==> src/rtl/uart_ctl_pkg.sv <==
package uart_ctl_pkg;
  localparam int unsigned REG_W   = 8;
  localparam int unsigned IRQ_N   = 3;
  localparam int unsigned B_RXIE  = 7;
  localparam int unsigned B_TXIE  = 6;
  localparam int unsigned B_EMPIE = 5;
  localparam int unsigned B_RXEN  = 4;
  localparam int unsigned B_TXEN  = 3;
  localparam int unsigned B_CSZ   = 2;
  localparam int unsigned B_RXB9  = 1;
  localparam int unsigned B_TXB9  = 0;
  localparam logic [REG_W-1:0] WR_MASK = ~(REG_W'(1) << B_RXB9);

  // Read view: stored bits with the live receive ninth bit spliced in.
  function automatic logic [REG_W-1:0] read_view(input logic [REG_W-1:0] stored,
                                                 input logic rx_b9);
    logic [REG_W-1:0] v;
    v = stored & WR_MASK;
    v[B_RXB9] = rx_b9;
    return v;
  endfunction

  // Next stored value after an optional write.
  function automatic logic [REG_W-1:0] next_store(input logic [REG_W-1:0] cur,
                                                  input logic we,
                                                  input logic [REG_W-1:0] wd);
    return we ? (wd & WR_MASK) : cur;
  endfunction
endpackage

==> src/rtl/ucr_store.sv <==
module ucr_store
  import uart_ctl_pkg::*;
(
  input  logic             clk_i,
  input  logic             rst_ni,
  input  logic             wr_en_i,
  input  logic [REG_W-1:0] wr_data_i,
  input  logic             rx_bit9_i,
  output logic [REG_W-1:0] ctl_q_o,
  output logic [REG_W-1:0] ctl_d_o,
  output logic [REG_W-1:0] rd_data_o
);
  logic [REG_W-1:0] ctl_q;

  assign ctl_d_o = next_store(ctl_q, wr_en_i, wr_data_i);

  always_ff @(posedge clk_i or negedge rst_ni) begin
    if (!rst_ni) ctl_q <= '0;
    else         ctl_q <= ctl_d_o;
  end

  assign ctl_q_o   = ctl_q;
  assign rd_data_o = read_view(ctl_q, rx_bit9_i);

  a_r2_write: assert property (@(posedge clk_i) disable iff (!rst_ni)
    wr_en_i |=> (ctl_q == ($past(wr_data_i) & WR_MASK)));
  a_r2_hold: assert property (@(posedge clk_i) disable iff (!rst_ni)
    !wr_en_i |=> $stable(ctl_q));
endmodule

==> src/rtl/ucr_irq.sv <==
module ucr_irq #(
  parameter int unsigned N = 3
) (
  input  logic         clk_i,
  input  logic         rst_ni,
  input  logic [N-1:0] en_i,
  input  logic [N-1:0] flag_i,
  input  logic         gie_i,
  output logic [N-1:0] req_o
);
  function automatic logic gate3(input logic e, input logic f, input logic g);
    return e & f & g;
  endfunction

  for (genvar i = 0; i < N; i++) begin : g_req
    assign req_o[i] = gate3(en_i[i], flag_i[i], gie_i);
  end

  a_r9_gie_low: assert property (@(posedge clk_i) disable iff (!rst_ni)
    !gie_i |-> (req_o == '0));
  a_r4_needs_flag: assert property (@(posedge clk_i) disable iff (!rst_ni)
    (req_o & ~(flag_i & en_i)) == '0);
endmodule

==> src/rtl/ucr_txgate.sv <==
module ucr_txgate (
  input  logic clk_i,
  input  logic rst_ni,
  input  logic en_d_i,
  input  logic en_q_i,
  input  logic shift_busy_i,
  input  logic buf_full_i,
  output logic own_o
);
  logic pending;
  logic own_q;
  logic stop_pend;

  assign pending   = shift_busy_i | buf_full_i;
  assign stop_pend = own_q & ~en_q_i;

  always_ff @(posedge clk_i or negedge rst_ni) begin
    if (!rst_ni) own_q <= 1'b0;
    else         own_q <= en_d_i | (own_q & pending);
  end

  assign own_o = own_q;

  a_r6_own_when_en: assert property (@(posedge clk_i) disable iff (!rst_ni)
    en_q_i |-> own_q);
  a_r7_hold_drain: assert property (@(posedge clk_i) disable iff (!rst_ni)
    (stop_pend && pending) |=> own_q);
  a_r7_release: assert property (@(posedge clk_i) disable iff (!rst_ni)
    (!en_d_i && !pending) |=> !own_q);
  a_r8_no_gap: assert property (@(posedge clk_i) disable iff (!rst_ni)
    (own_q && en_d_i) |=> own_q);
endmodule

==> src/rtl/uart_ctl_reg.sv <==
module uart_ctl_reg
  import uart_ctl_pkg::*;
(
  input  logic       clk_i,
  input  logic       rst_ni,
  input  logic       wr_en_i,
  input  logic [7:0] wr_data_i,
  output logic [7:0] rd_data_o,
  input  logic       rx_bit9_i,
  input  logic       rx_done_i,
  input  logic       tx_done_i,
  input  logic       buf_empty_i,
  input  logic       glb_irq_en_i,
  input  logic       tx_shift_busy_i,
  input  logic       tx_buf_full_i,
  output logic       irq_rx_o,
  output logic       irq_tx_o,
  output logic       irq_empty_o,
  output logic       rx_en_o,
  output logic       char_size_hi_o,
  output logic       tx_bit9_o,
  output logic       tx_own_o
);
  logic [REG_W-1:0] ctl_q;
  logic [REG_W-1:0] ctl_d;
  logic [IRQ_N-1:0] irq_en;
  logic [IRQ_N-1:0] irq_flag;
  logic [IRQ_N-1:0] irq_req;

  ucr_store u_store (
    .clk_i     (clk_i),
    .rst_ni    (rst_ni),
    .wr_en_i   (wr_en_i),
    .wr_data_i (wr_data_i),
    .rx_bit9_i (rx_bit9_i),
    .ctl_q_o   (ctl_q),
    .ctl_d_o   (ctl_d),
    .rd_data_o (rd_data_o)
  );

  assign irq_en   = {ctl_q[B_RXIE], ctl_q[B_TXIE], ctl_q[B_EMPIE]};
  assign irq_flag = {rx_done_i, tx_done_i, buf_empty_i};

  ucr_irq #(.N(IRQ_N)) u_irq (
    .clk_i  (clk_i),
    .rst_ni (rst_ni),
    .en_i   (irq_en),
    .flag_i (irq_flag),
    .gie_i  (glb_irq_en_i),
    .req_o  (irq_req)
  );

  assign irq_rx_o    = irq_req[2];
  assign irq_tx_o    = irq_req[1];
  assign irq_empty_o = irq_req[0];

  ucr_txgate u_txgate (
    .clk_i        (clk_i),
    .rst_ni       (rst_ni),
    .en_d_i       (ctl_d[B_TXEN]),
    .en_q_i       (ctl_q[B_TXEN]),
    .shift_busy_i (tx_shift_busy_i),
    .buf_full_i   (tx_buf_full_i),
    .own_o        (tx_own_o)
  );

  assign rx_en_o        = ctl_q[B_RXEN];
  assign char_size_hi_o = ctl_q[B_CSZ];
  assign tx_bit9_o      = ctl_q[B_TXB9];
endmodule

==> config.mk <==
export PLATFORM = sky130hd
export DESIGN_NAME = uart_ctl_reg
export DESIGN_NICKNAME = d
export VERILOG_FILES = /design/src/rtl/uart_ctl_pkg.sv /design/src/rtl/ucr_store.sv /design/src/rtl/ucr_irq.sv /design/src/rtl/ucr_txgate.sv /design/src/rtl/uart_ctl_reg.sv
export SDC_FILE = /design/constraint.sdc
export NUM_CORES = 1
export LEC_CHECK = 0
export BUFFER_PORTS_ARGS = -buffer_cell sky130_fd_sc_hd__buf_2
export CORE_UTILIZATION = 33
export CTS_BUF_LIST = sky130_fd_sc_hd__clkbuf_16
export DETAILED_ROUTE_END_ITERATION = 12
export PLACE_DENSITY = 0.83
export SYNTH_ARGS = -nofsm -noshare
export SYNTH_HDL_FRONTEND = slang
export SYNTH_HIERARCHICAL = 1
export SYNTH_SLANG_ARGS = --single-unit
==> constraint.sdc <==
create_clock -name clk_i -period 0.9 [get_ports clk_i]
set_input_delay 0.135 -clock clk_i [delete_from_list [all_inputs] [get_ports clk_i]]
set_output_delay 0.135 -clock clk_i [all_outputs]
set_load 0.1 [all_outputs]
# --- After elaboration in Yosys (flattened, before gate mapping) ---
# Index checks and enable logic that the tools add are counted.
word_totals:
  register_bits: 8
  rom_bits: 0
  latch_bits: 0
  elab_cells: 13
  mem_bits_rw: 0
  n_memories: 0
op_classes:
  n_reduce_logical: 0
  magnitude_cmp: 0
  shifts: 0
  add_sub_neg: 0
  mux: 1
  n_bitwise: 9
  div: 0
  n_eq_ne: 0
  mul: 0
ops:
  columns: ["op", "count"]
  rows:
  - ["$and A1 B1 Y1", 7]
  - ["$mux W4", 1]
  - ["$or A1 B1 Y1", 2]

# --- Logic depth before layout (Yosys ltp) ---
# Gate-level depths: netlist (run 1).
logic_depth:
  depth_word: 3
  mapped_depth: 3

# --- Modules after synthesis ---
# Netlist (run 1), hierarchy kept.
modules_own_cells:
  columns: ["module", "cells_per_inst", "area_each_um2", "seq_area_each_um2", "n_inst"]
  rows:
  - ["ucr_store", 25, 385.4, 200.2, 1]
  - ["ucr_txgate", 3, 36.3, 25.0, 1]
  - ["ucr_irq", 3, 18.8, 0.0, 1]

# --- Worst setup path before layout (run 1) ---
# OpenSTA, ideal clock, no wires.
synth_path:
  path_kind: "flip-flop to output port"
  start: "reg u_store.ctl_q[0], in the netlist u_store/ctl_q_o[0]"
  end: "out rd_data_o[0]"
  arrival_ps: 1340
  path_stages_with_launch: 2
  setup_slack_ps: -575
  cell_sequence: "dfrtp_1 -> buf_4"
synth_rtl:
  columns: ["item", "line", "text"]
  rows:
  - ["from (decl)", "ucr_store.sv:13", "logic [REG_W-1:0] ctl_q;"]
  - ["from (signal assigned)", "ucr_store.sv:19", "else ctl_q <= ctl_d_o;"]
  - ["to (decl)", "uart_ctl_reg.sv:8", "output logic [7:0] rd_data_o,"]
# No word-level cell between the ends.

# --- Worst setup path in the final report (run 1) ---
layout_path:
  start: "reg u_store.ctl_q[6], in the netlist u_store/ctl_q_o[6]"
  end: "out irq_tx_o"
layout_via:
  elab_chain_len: 2
layout_lines:
  columns: ["item", "line", "text"]
  rows:
  - ["$and A1 B1 Y1 (2 in series)", "ucr_irq.sv:12", "return e & f & g;"]
  - ["to (decl)", "uart_ctl_reg.sv:17", "output logic irq_tx_o,"]
# Every way passes these cells.

==> metrics.txt, run 1 <==
Die W=37.1 um; CTS Sinks=8; Die ar.=1380 sq um; number of global-route vias before repair=398; Post-Syn Nets=47; IO buf count=29; Critical Path RT=760 ps; vias per inst=4.60; Hold Path Class=in2reg; cell row count=12; CP startpoint kind=flop; P&R area growth vs syn=129%; Starting DRT DRC Count=11; reg2reg start=u_store/ctl_q_o[6]; Comb power frac=0.426; fin nets=around 80; Placed Cells=68; crit path time final=1130 ps; FF-to-FF setup slack=-30 ps; FILL cells=60; ant diodes=0; antenna-violating nets left=0; fin cells=77; grt ovf=0; area of the multi-input gates=between 150 and 200 sq um; placed cell areas=788 sq um; register area=215 sq um; total track usage=0.232; hold depth=2; CORE AREA=1130 sq um; part of the power in the clock network=0.355; maximum root-to-sink buffer count=2; largest net degree at the start of global routing=9; Routed wire per std cell=16.8 um; number of max-cap violations=0; Switching Share=0.356; routed vias=354; Die Y=37.1 um; CTS tree=done; WP data arrival=roughly 1000 ps; Hold Startpoint=wr_data_i[6]; final hold slack=between 100 and 150 ps; maximum VDD drop=1950 uV; reg2reg end=u_store/ctl_q_o[6]; average cell area after synthesis=14.0 sq um; Flop pwr share=0.219; Pint=between 1 and 1.5 mW; design area=930 sq um; crit-path max FO=3; Total Wirelength=1.29 mm; pre-CTS setup slack=-0.867 ps; CTS clk-pin slew, worst paths=roughly 40 ps; Final Max Tran Viols=0; hold path endpoint=u_store/ctl_q_o[6]; post-route setup slack=-230 ps; final hold vios=0; Leak Pwr=~0.46 nW; count of final setup violators=21; CP Capture Type=output port; H-Tree Depth=1; Ports=33; layout cells sized above 1=0.905; Starting Density=0.361; status=complete, but fails checks; first-pass GRT wire length=2.04 mm; Max Fclk=0.885 GHz; Register-to-Register Path Depth=2; RSZ-0062 raised after global routing=true; Skew-Pair Late Insertion Delay=230 ps; clock root buffer=clkbuf_16; total negative setup slack=-2420 ps; First-pass DRT Iterations=4; initial antenna violation count=0; Slew @ Worst Pin=roughly 190 ps; # DRC=0; worst rel slew slack=0.877; Mapped Area=407 sq um; Final period util=1.26; Synth warnings=6; cell area power density=2270 nW/um^2; Power, Total=roughly 2.1 mW; CTS buffer count=3; fin util=0.826; Cells after Synth=29; Final Skew=0.0386 ps; CP Class=reg2out; NetSw=0.750 mW; GPL Wtd Cong=approximately 0.68; failing checks=setup timing
## area by class of cell
class	count	area share
clock inverters	1	0.00404
flip-flops and latches	8	0.231
multi-input cells	12	0.174
repair buffers	39	0.491
clock buffers	3	0.0808
well taps	14	0.0188
## worst max path at each step
stage                                   from            endpoint  slack (ps)  cells after the start
after floorplan           u_store/ctl_q_o[0]  u_store/ctl_q_o[0]        -130                      1
after global routing      u_store/ctl_q_o[6]            irq_tx_o        -250                      2
after detailed placement  u_store/ctl_q_o[4]  u_store/ctl_q_o[4]        -0.9                      1
after CTS                 u_store/ctl_q_o[7]            irq_rx_o        -230                      2
after global placement    u_store/ctl_q_o[0]  u_store/ctl_q_o[0]          10                      1
final                     u_store/ctl_q_o[6]            irq_tx_o        -230                      2
## power groups by stage
stage	Combinational, mW	Sequential (mW)	Clock [mW]
6_report	0.898	0.462	0.747
3_3_place_gp	0.833	0.459	0
2_1_floorplan	0.449	0.574	0
3_5_place_dp	0.846	0.463	0
4_1_cts	0.882	0.461	0.761
5_1_grt	0.921	0.467	0.775
## metal layers
| layer | up-vias | track usage | part of all wire |
|---|---|---|---|
| li1 | 157 | - | - |
| met1 | 181 | 0.235 | 0.34 |
| met2 | 14 | 0.417 | 0.60 |
| met3 | 2 | 0.0793 | 0.054 |
| met4 | 0 | 0.111 | 0.0031 |
| met5 | - | 0 | 0 |
## timing repair
action | in CTS | in global routing
setup buffers | 2 | 3
hold buffers | 1 | 0
hold endpoints to repair | 8 | 0
pin swaps | 3 | 2
resized for setup | 4 | 1
setup endpoints to repair | 18 | 20
## worst max-delay path, cell delays in order, from the launching register on
cell and delay [ps]:
dfrtp_1 390, and3_4 210, buf_12 170
## cells in the final DEF, fill, tap and decap left out
| cell | count |
|---|---|
| buf_2 | 15 |
| o21ai_2 | 1 |
| dfrtp_4 | 4 |
| clkbuf_16 | 3 |
| inv_1 | 1 |
| dfrtp_1 | 4 |
| and3_4 | 3 |
| nand2b_4 | 1 |
| dlygate4sd3_1 | 1 |
| mux2_4 | 7 |
| buf_12 | 15 |
| buf_4 | 5 |
| buf_6 | 3 |
## flip-flops by register name, indices dropped and copies added (netlist names)
name and flops:
u_store/ctl_q_o 7, u_txgate/own_o 1
Note: power is estimated with default switching activity, not from simulation.
==> run 2, diff against run 1 <==
--- a/config.mk
+++ b/config.mk
@@ -9,7 +9,9 @@
 export CORE_UTILIZATION = 33
 export CTS_BUF_LIST = sky130_fd_sc_hd__clkbuf_16
 export DETAILED_ROUTE_END_ITERATION = 12
+export HOLD_SLACK_MARGIN = 0.02
 export PLACE_DENSITY = 0.83
+export RECOVER_POWER = 100
 export SYNTH_ARGS = -nofsm -noshare
 export SYNTH_HDL_FRONTEND = slang
 export SYNTH_HIERARCHICAL = 1
==> run 2 against run 1 <==
Against the previous run:
- the run still ends with setup timing left
- combinational power down 0.4%
- critical path depth unchanged
- total power down 0.22%
- register-to-register slack about the same
- clock power about the same
- final area down 0.54%
- non-clock buffer count unchanged
- sequential power about the same
==> metrics.txt, run 2 (synthesis results as in run 1) <==
Die Y=37.1 um (unchanged); Final Max Tran Viols=0 (unchanged); vias per inst=4.57 (-0.56%); Hold Startpoint=wr_data_i[6]; CP Capture Type=output port; Ports=33 (unchanged); fin nets=82 (unchanged); ant diodes=0 (unchanged); worst rel slew slack=0.699 (-0.177); cell area power density=2270 nW/um^2 (+0.32%); leading cell type in the layout, fill and taps excluded=buf_12; status=complete, but fails checks; layout cells sized above 1=0.873 (-0.0317); Register-to-Register Path Depth=2 (unchanged); CORE AREA=1130 sq um (unchanged); largest net degree at the start of global routing=9 (unchanged); Power, Total=2.10 mW (-0.22%); IO buf count=29 (unchanged); GPL Wtd Cong=0.675 (unchanged); Skew-Pair Late Insertion Delay=230 ps (about the same); Hold Path Class=in2reg; clock root buffer=clkbuf_16; # DRC=0 (unchanged); initial antenna violation count=0 (unchanged); CTS clk-pin slew, worst paths=40 ps (about the same); FF-to-FF setup slack=-40 ps (about the same); Leak Pwr=0.448 nW (-1.5%); first-pass GRT wire length=2.04 mm (unchanged); routed vias=352 (-0.56%); WP data arrival=990 ps (about the same); crit-path max FO=3 (unchanged); antenna-violating nets left=0 (unchanged); P&R area growth vs syn=127%; total track usage=0.232 (unchanged); maximum VDD drop=1940 uV (about the same); First-pass DRT Iterations=4 (unchanged); Final period util=1.26 (about the same); final hold vios=0 (unchanged); CP startpoint kind=flop; CTS buffer count=3 (unchanged); grt ovf=0 (unchanged); fin cells=77 (unchanged); Final Skew=0.0382 ps (-0.000389 ps); max reg flops=7 (unchanged); post-route setup slack=-230 ps (+0.0340 ps); crit path time final=1130 ps (-0.0340 ps); CP Class=reg2out; Total Wirelength=1.31 mm (+1.1%); maximum root-to-sink buffer count=2 (unchanged); Max Fclk=0.885 GHz (about the same); Routed wire per std cell=17.0 um (+1.1%); Critical Path RT=760 ps (about the same); reg2reg end=u_txgate/own_o; Starting DRT DRC Count=12 (+1); Placed Cells=68 (unchanged); hold path endpoint=u_store/ctl_q_o[6]; CTS tree=done; failing checks=setup timing; Die ar.=1380 sq um (unchanged); Starting Density=0.361 (unchanged); cell row count=12 (unchanged); Die W=37.1 um (unchanged); CTS Sinks=8 (unchanged); number of max-cap violations=0 (unchanged); hold depth=2 (unchanged); H-Tree Depth=1 (unchanged); RSZ-0062 raised after global routing=true; reg2reg start=u_store/ctl_q_o[3]; number of global-route vias before repair=398 (unchanged); count of final setup violators=21 (unchanged); most frequent cells in the layout=buf_12, buf_2, mux2_4; Slew @ Worst Pin=451 ps (+266 ps); final hold slack=145 ps (+0.0530 ps)
## run 2: cell types whose count changed in the layout (fill, tap and decap cells not counted)
cell | previous run | this run
clkbuf_1 | 0 | 1
mux2_4 | 7 | 6
mux2_1 | 0 | 1
buf_2 | 15 | 14
## run 2: power breakdown
| group | internal, mW | leakage, nW | switching (mW) |
|---|---|---|---|
| logic | 0.364 | 0.317 | 0.530 |
| registers | 0.410 | 0.0889 | 0.0515 |
| clock network | 0.578 | 0.0423 | 0.168 |
| total | 1.35 | 0.448 | 0.750 |
## run 2: area by class of cell
type,instances,area [sq um]
clock inverters,1,3.75
fillers,63,201
well taps,14,17.5
clock buffers,3,75.1
repair buffers,39,455
flip-flops and latches,8,215
multi-input cells,12,158
## run 2: worst max-delay path by stage
stage                                   from                 end  slack, ps
after floorplan           u_store/ctl_q_o[0]  u_store/ctl_q_o[0]       -130
after global placement    u_store/ctl_q_o[0]  u_store/ctl_q_o[0]         10
after detailed placement  u_store/ctl_q_o[4]  u_store/ctl_q_o[4]       -0.9
after CTS                 u_store/ctl_q_o[7]            irq_rx_o       -230
after global routing      u_store/ctl_q_o[6]            irq_tx_o       -250
final                     u_store/ctl_q_o[6]            irq_tx_o       -230
## run 2: critical path, cell delays in order (launching register included)
cell and delay [ps]:
dfrtp_1 390, and3_4 210, buf_12 170
## run 2: timing repair
action | in CTS | in global routing
gates resized for setup | 4 | 1
setup endpoints to repair | 18 | 20
buffers inserted | 2 | 3
endpoints found under the hold margin | 8 | 0
hold buffers | 1 | 0
pin swaps | 3 | 2
## run 2: stage by stage
step                worst slack (ps)  utilization  instance area (sq um)  setup TNS (ps)
finish                          -230        0.821                    925           -2440
global route                    -253        0.821                    925           -2830
CTS                             -230        0.809                    911           -2400
detailed placement            -0.867        0.700                    788          -0.867
global placement                12.8        0.700                    788               0
floorplan                       -134            -                    448            -731
## run 2: per-layer routing
| layer | routed length [um] | up-vias | track usage | part of all wire |
|---|---|---|---|---|
| met3 | 70 | 2 | 0.0793 | 0.054 |
| met5 | 0 | - | 0 | 0 |
| li1 | - | 157 | - | - |
| met4 | 4 | 0 | 0.111 | 0.0031 |
| met2 | 787 | 14 | 0.417 | 0.60 |
| met1 | 444 | 179 | 0.235 | 0.34 |
==> run 3, diff against run 2 <==
--- a/config.mk
+++ b/config.mk
@@ -6,13 +6,13 @@
 export NUM_CORES = 1
 export LEC_CHECK = 0
 export BUFFER_PORTS_ARGS = -buffer_cell sky130_fd_sc_hd__buf_2
-export CORE_UTILIZATION = 33
+export CORE_AREA = 2 2 39 41
 export CTS_BUF_LIST = sky130_fd_sc_hd__clkbuf_16
 export DETAILED_ROUTE_END_ITERATION = 12
+export DIE_AREA = 0 0 41 43
 export HOLD_SLACK_MARGIN = 0.02
-export PLACE_DENSITY = 0.83
+export PLACE_DENSITY_LB_ADDON = 0.15
 export RECOVER_POWER = 100
 export SYNTH_ARGS = -nofsm -noshare
 export SYNTH_HDL_FRONTEND = slang
-export SYNTH_HIERARCHICAL = 1
 export SYNTH_SLANG_ARGS = --single-unit
==> run 3 against run 2 <==
Against the previous run:
- the run still ends with setup timing left
- count of clock-buffer cells in the layout unchanged
- utilization decreased by 18 points
- highest routed layer unchanged
- first-iteration DRC count decreased by 100%
- clock skew increased by 3.2 ps
- flip-flop and latch count unchanged
- critical path type unchanged
- critical path depth unchanged
- synthesized cell count decreased by 10%
- largest cell class unchanged
- sequential power about the same
- total power decreased by 2.7%
==> metrics.txt, run 3 <==
CTS clk-pin slew, worst paths=40 ps (about the same); Mapped Area=369 sq um (-9.2%); Final Max Tran Viols=0 (unchanged); number of max-cap violations=0 (unchanged); Die Y=43 um (+16%); clock root buffer=clkbuf_16; worst rel slew slack=0.723 (+0.0239); hold path endpoint=u_txgate.own_o; status=complete, but fails checks; Hold Startpoint=tx_shift_busy_i; Critical Path Max Stage Delay=470 ps (+80 ps); maximum root-to-sink buffer count=2 (unchanged); IO buf count=29 (unchanged); FF-to-FF setup slack=-40 ps (about the same); largest net degree at the start of global routing=9 (unchanged); most common cell in the netlist=dfrtp_1; Register-to-Register Path Depth=2 (unchanged); Skew-Pair Late Insertion Delay=230 ps (about the same); crit-path max FO=3 (unchanged); max reg flops=7 (unchanged); First-pass DRT Iterations=1 (-3); CORE AREA=1380 sq um (+23%); initial antenna violation count=0 (unchanged); final hold vios=0 (unchanged); maximum VDD drop=1400 uV (-28%); EDFF count, synth=0; Starting DRT DRC Count=0 (-12); cell family with most CP delay=flip-flops; routed vias=314 (-11%); CP Capture Type=output port; layout cells sized above 1=0.918 (+0.0450); pre-CTS setup slack=-34.2 ps (-33.3 ps); M1 wire length=284 um (-36%); post-route setup slack=-254 ps (-24.0 ps); total track usage=0.135 (-0.0975); reg2reg start=u_store.ctl_q_o[3]; failing checks=setup timing; Synth warnings=0 (-6); post-synthesis cell type count=8; P&R area growth vs syn=139%; sequential area share after synthesis=0.542; CTS tree=done; WP data arrival=1020 ps (+30 ps); Hold Path Class=in2reg; Commonest cells post-synth=dfrtp_1, mux2_2, buf_4; H-Tree Depth=1 (unchanged); Die W=41 um (+10%); CTS Sinks=8 (unchanged); cell row count=14 (+2); Max Fclk=0.867 GHz (-2.1%); WP buf/inv=1 (unchanged); Post-Syn Nets=44 (-6.4%); top cells by area, synth=dfrtp_1, mux2_2, buf_4; Die ar.=1760 sq um (+28%); crit path time final=1150 ps (+24.0 ps); most frequent cells in the layout=buf_2, buf_12, dfrtp_4; Cells after Synth=26 (-10%); Yosys top cell area share=0.542; count of final setup violators=15 (-29%); vias per inst=4.08 (-11%); Routed wire per std cell=12.1 um (-29%); crit-path cells=and3_4 -> buf_12; reg2reg end=u_txgate.own_o; Final period util=1.28 (+0.0266); average cell area after synthesis=14.2 sq um (+1.2%); Slowest-stage cell, CP=dfrtp_4; dpl hpwl=838 um; DR top layer=met4; Total Wirelength=931 um (-29%); Slew @ Worst Pin=415 ps (-35.9 ps); wire length on met3=51 um (-27%); RSZ-0062 raised after global routing=true; Critical Path RT=760 ps (about the same); cell area power density=2320 nW/um^2 (+2.1%); Final Skew=3.24 ps (+3.20 ps); number of global-route vias before repair=344 (-14%); largest area contributor in the netlist=dfrtp_1; Ports=33 (unchanged); fin nets=80 (-2.4%); Starting Density=0.267 (-0.0944); CP startpoint kind=flop; antenna-violating nets left=0 (unchanged); # DRC=0 (unchanged); Yosys reg bits=8; Synth Flop Type=dfrtp_1; CP Class=reg2out; hold depth=3 (+1); GPL Wtd Cong=0.590 (-13%); grt ovf=0 (unchanged); asr flop ratio synth=1.00; fin util=0.637 (-0.185); CTS buffer count=3 (unchanged); met2 routed WL=579 um (-26%); first-pass GRT wire length=1.49 mm (-27%); ant diodes=0 (unchanged); Leak Pwr=0.403 nW (-10%)
run 3: kinds of logic after synthesis:
logic type             synth area share
multiplexers                      0.224
AND/OR/NAND/NOR                  0.0881
AO/OA/AOI/OAI                    0.0135
flip-flops                        0.542
buffers and inverters             0.132
run 3: metal layers:
| layer | vias up | track usage |
|---|---|---|
| li1 | 154 | - |
| met1 | 143 | 0.125 |
| met2 | 15 | 0.231 |
| met3 | 2 | 0.0314 |
| met4 | 0 | 0.100 |
| met5 | - | 0 |
run 3: timing repair:
action	4_1_cts	5_1_grt
hold buffers	1	0
buffers inserted	1	0
gates resized for setup	1	0
pin swaps	3	0
endpoints found under the setup margin	16	18
endpoints found under the hold margin	8	0
run 3: cell type report:
type	count	area, sq um
clock inverters	1	3.75
flip-flops and latches	8	226
repair buffers	37	420
well taps	16	20.0
clock buffers	3	75.1
fillers	108	503
multi-input cells	12	135
run 3: worst max-delay path by stage:
| stage | start | endpoint | slack, ps | cells past startpoint |
|---|---|---|---|---|
| final | u_store.ctl_q_o[5] | irq_empty_o | -250 | 2 |
| after global routing | u_store.ctl_q_o[7] | irq_rx_o | -270 | 2 |
| after CTS | u_store.ctl_q_o[5] | irq_empty_o | -260 | 2 |
| after detailed placement | u_store.ctl_q_o[5] | irq_empty_o | -30 | 2 |
| after global placement | u_store.ctl_q_o[6] | irq_tx_o | -30 | 2 |
| after floorplan | u_store.ctl_q_o[5] | irq_empty_o | -270 | 1 |
run 3: power breakdown:
part / switching (mW) / internal, mW
clock network: 0.171 / 0.578
registers: 0.0433 / 0.419
logic: 0.509 / 0.324
run 3: worst reg2reg max path, stage by stage (launching register included):
cell      delay [ps]
dfrtp_1          380
mux2_1           310
nand2b_4         140
run 3: through the flow:
| stage | TNS [ps] | power (mW) | area, sq um | hold slack (ps) | std cells |
|---|---|---|---|---|---|
| after floorplan | -1800 | 1.03 | 452 | -161 | 26 |
| after global placement | -79.6 | 1.29 | 786 | -21.1 | 71 |
| after detailed placement | -99.8 | 1.30 | 786 | -16.1 | 71 |
| after CTS | -2690 | 2.08 | 886 | 129 | 77 |
| after global routing | -2900 | 2.11 | 881 | 147 | 77 |
| final | -2620 | 2.04 | 881 | 131 | 77 |
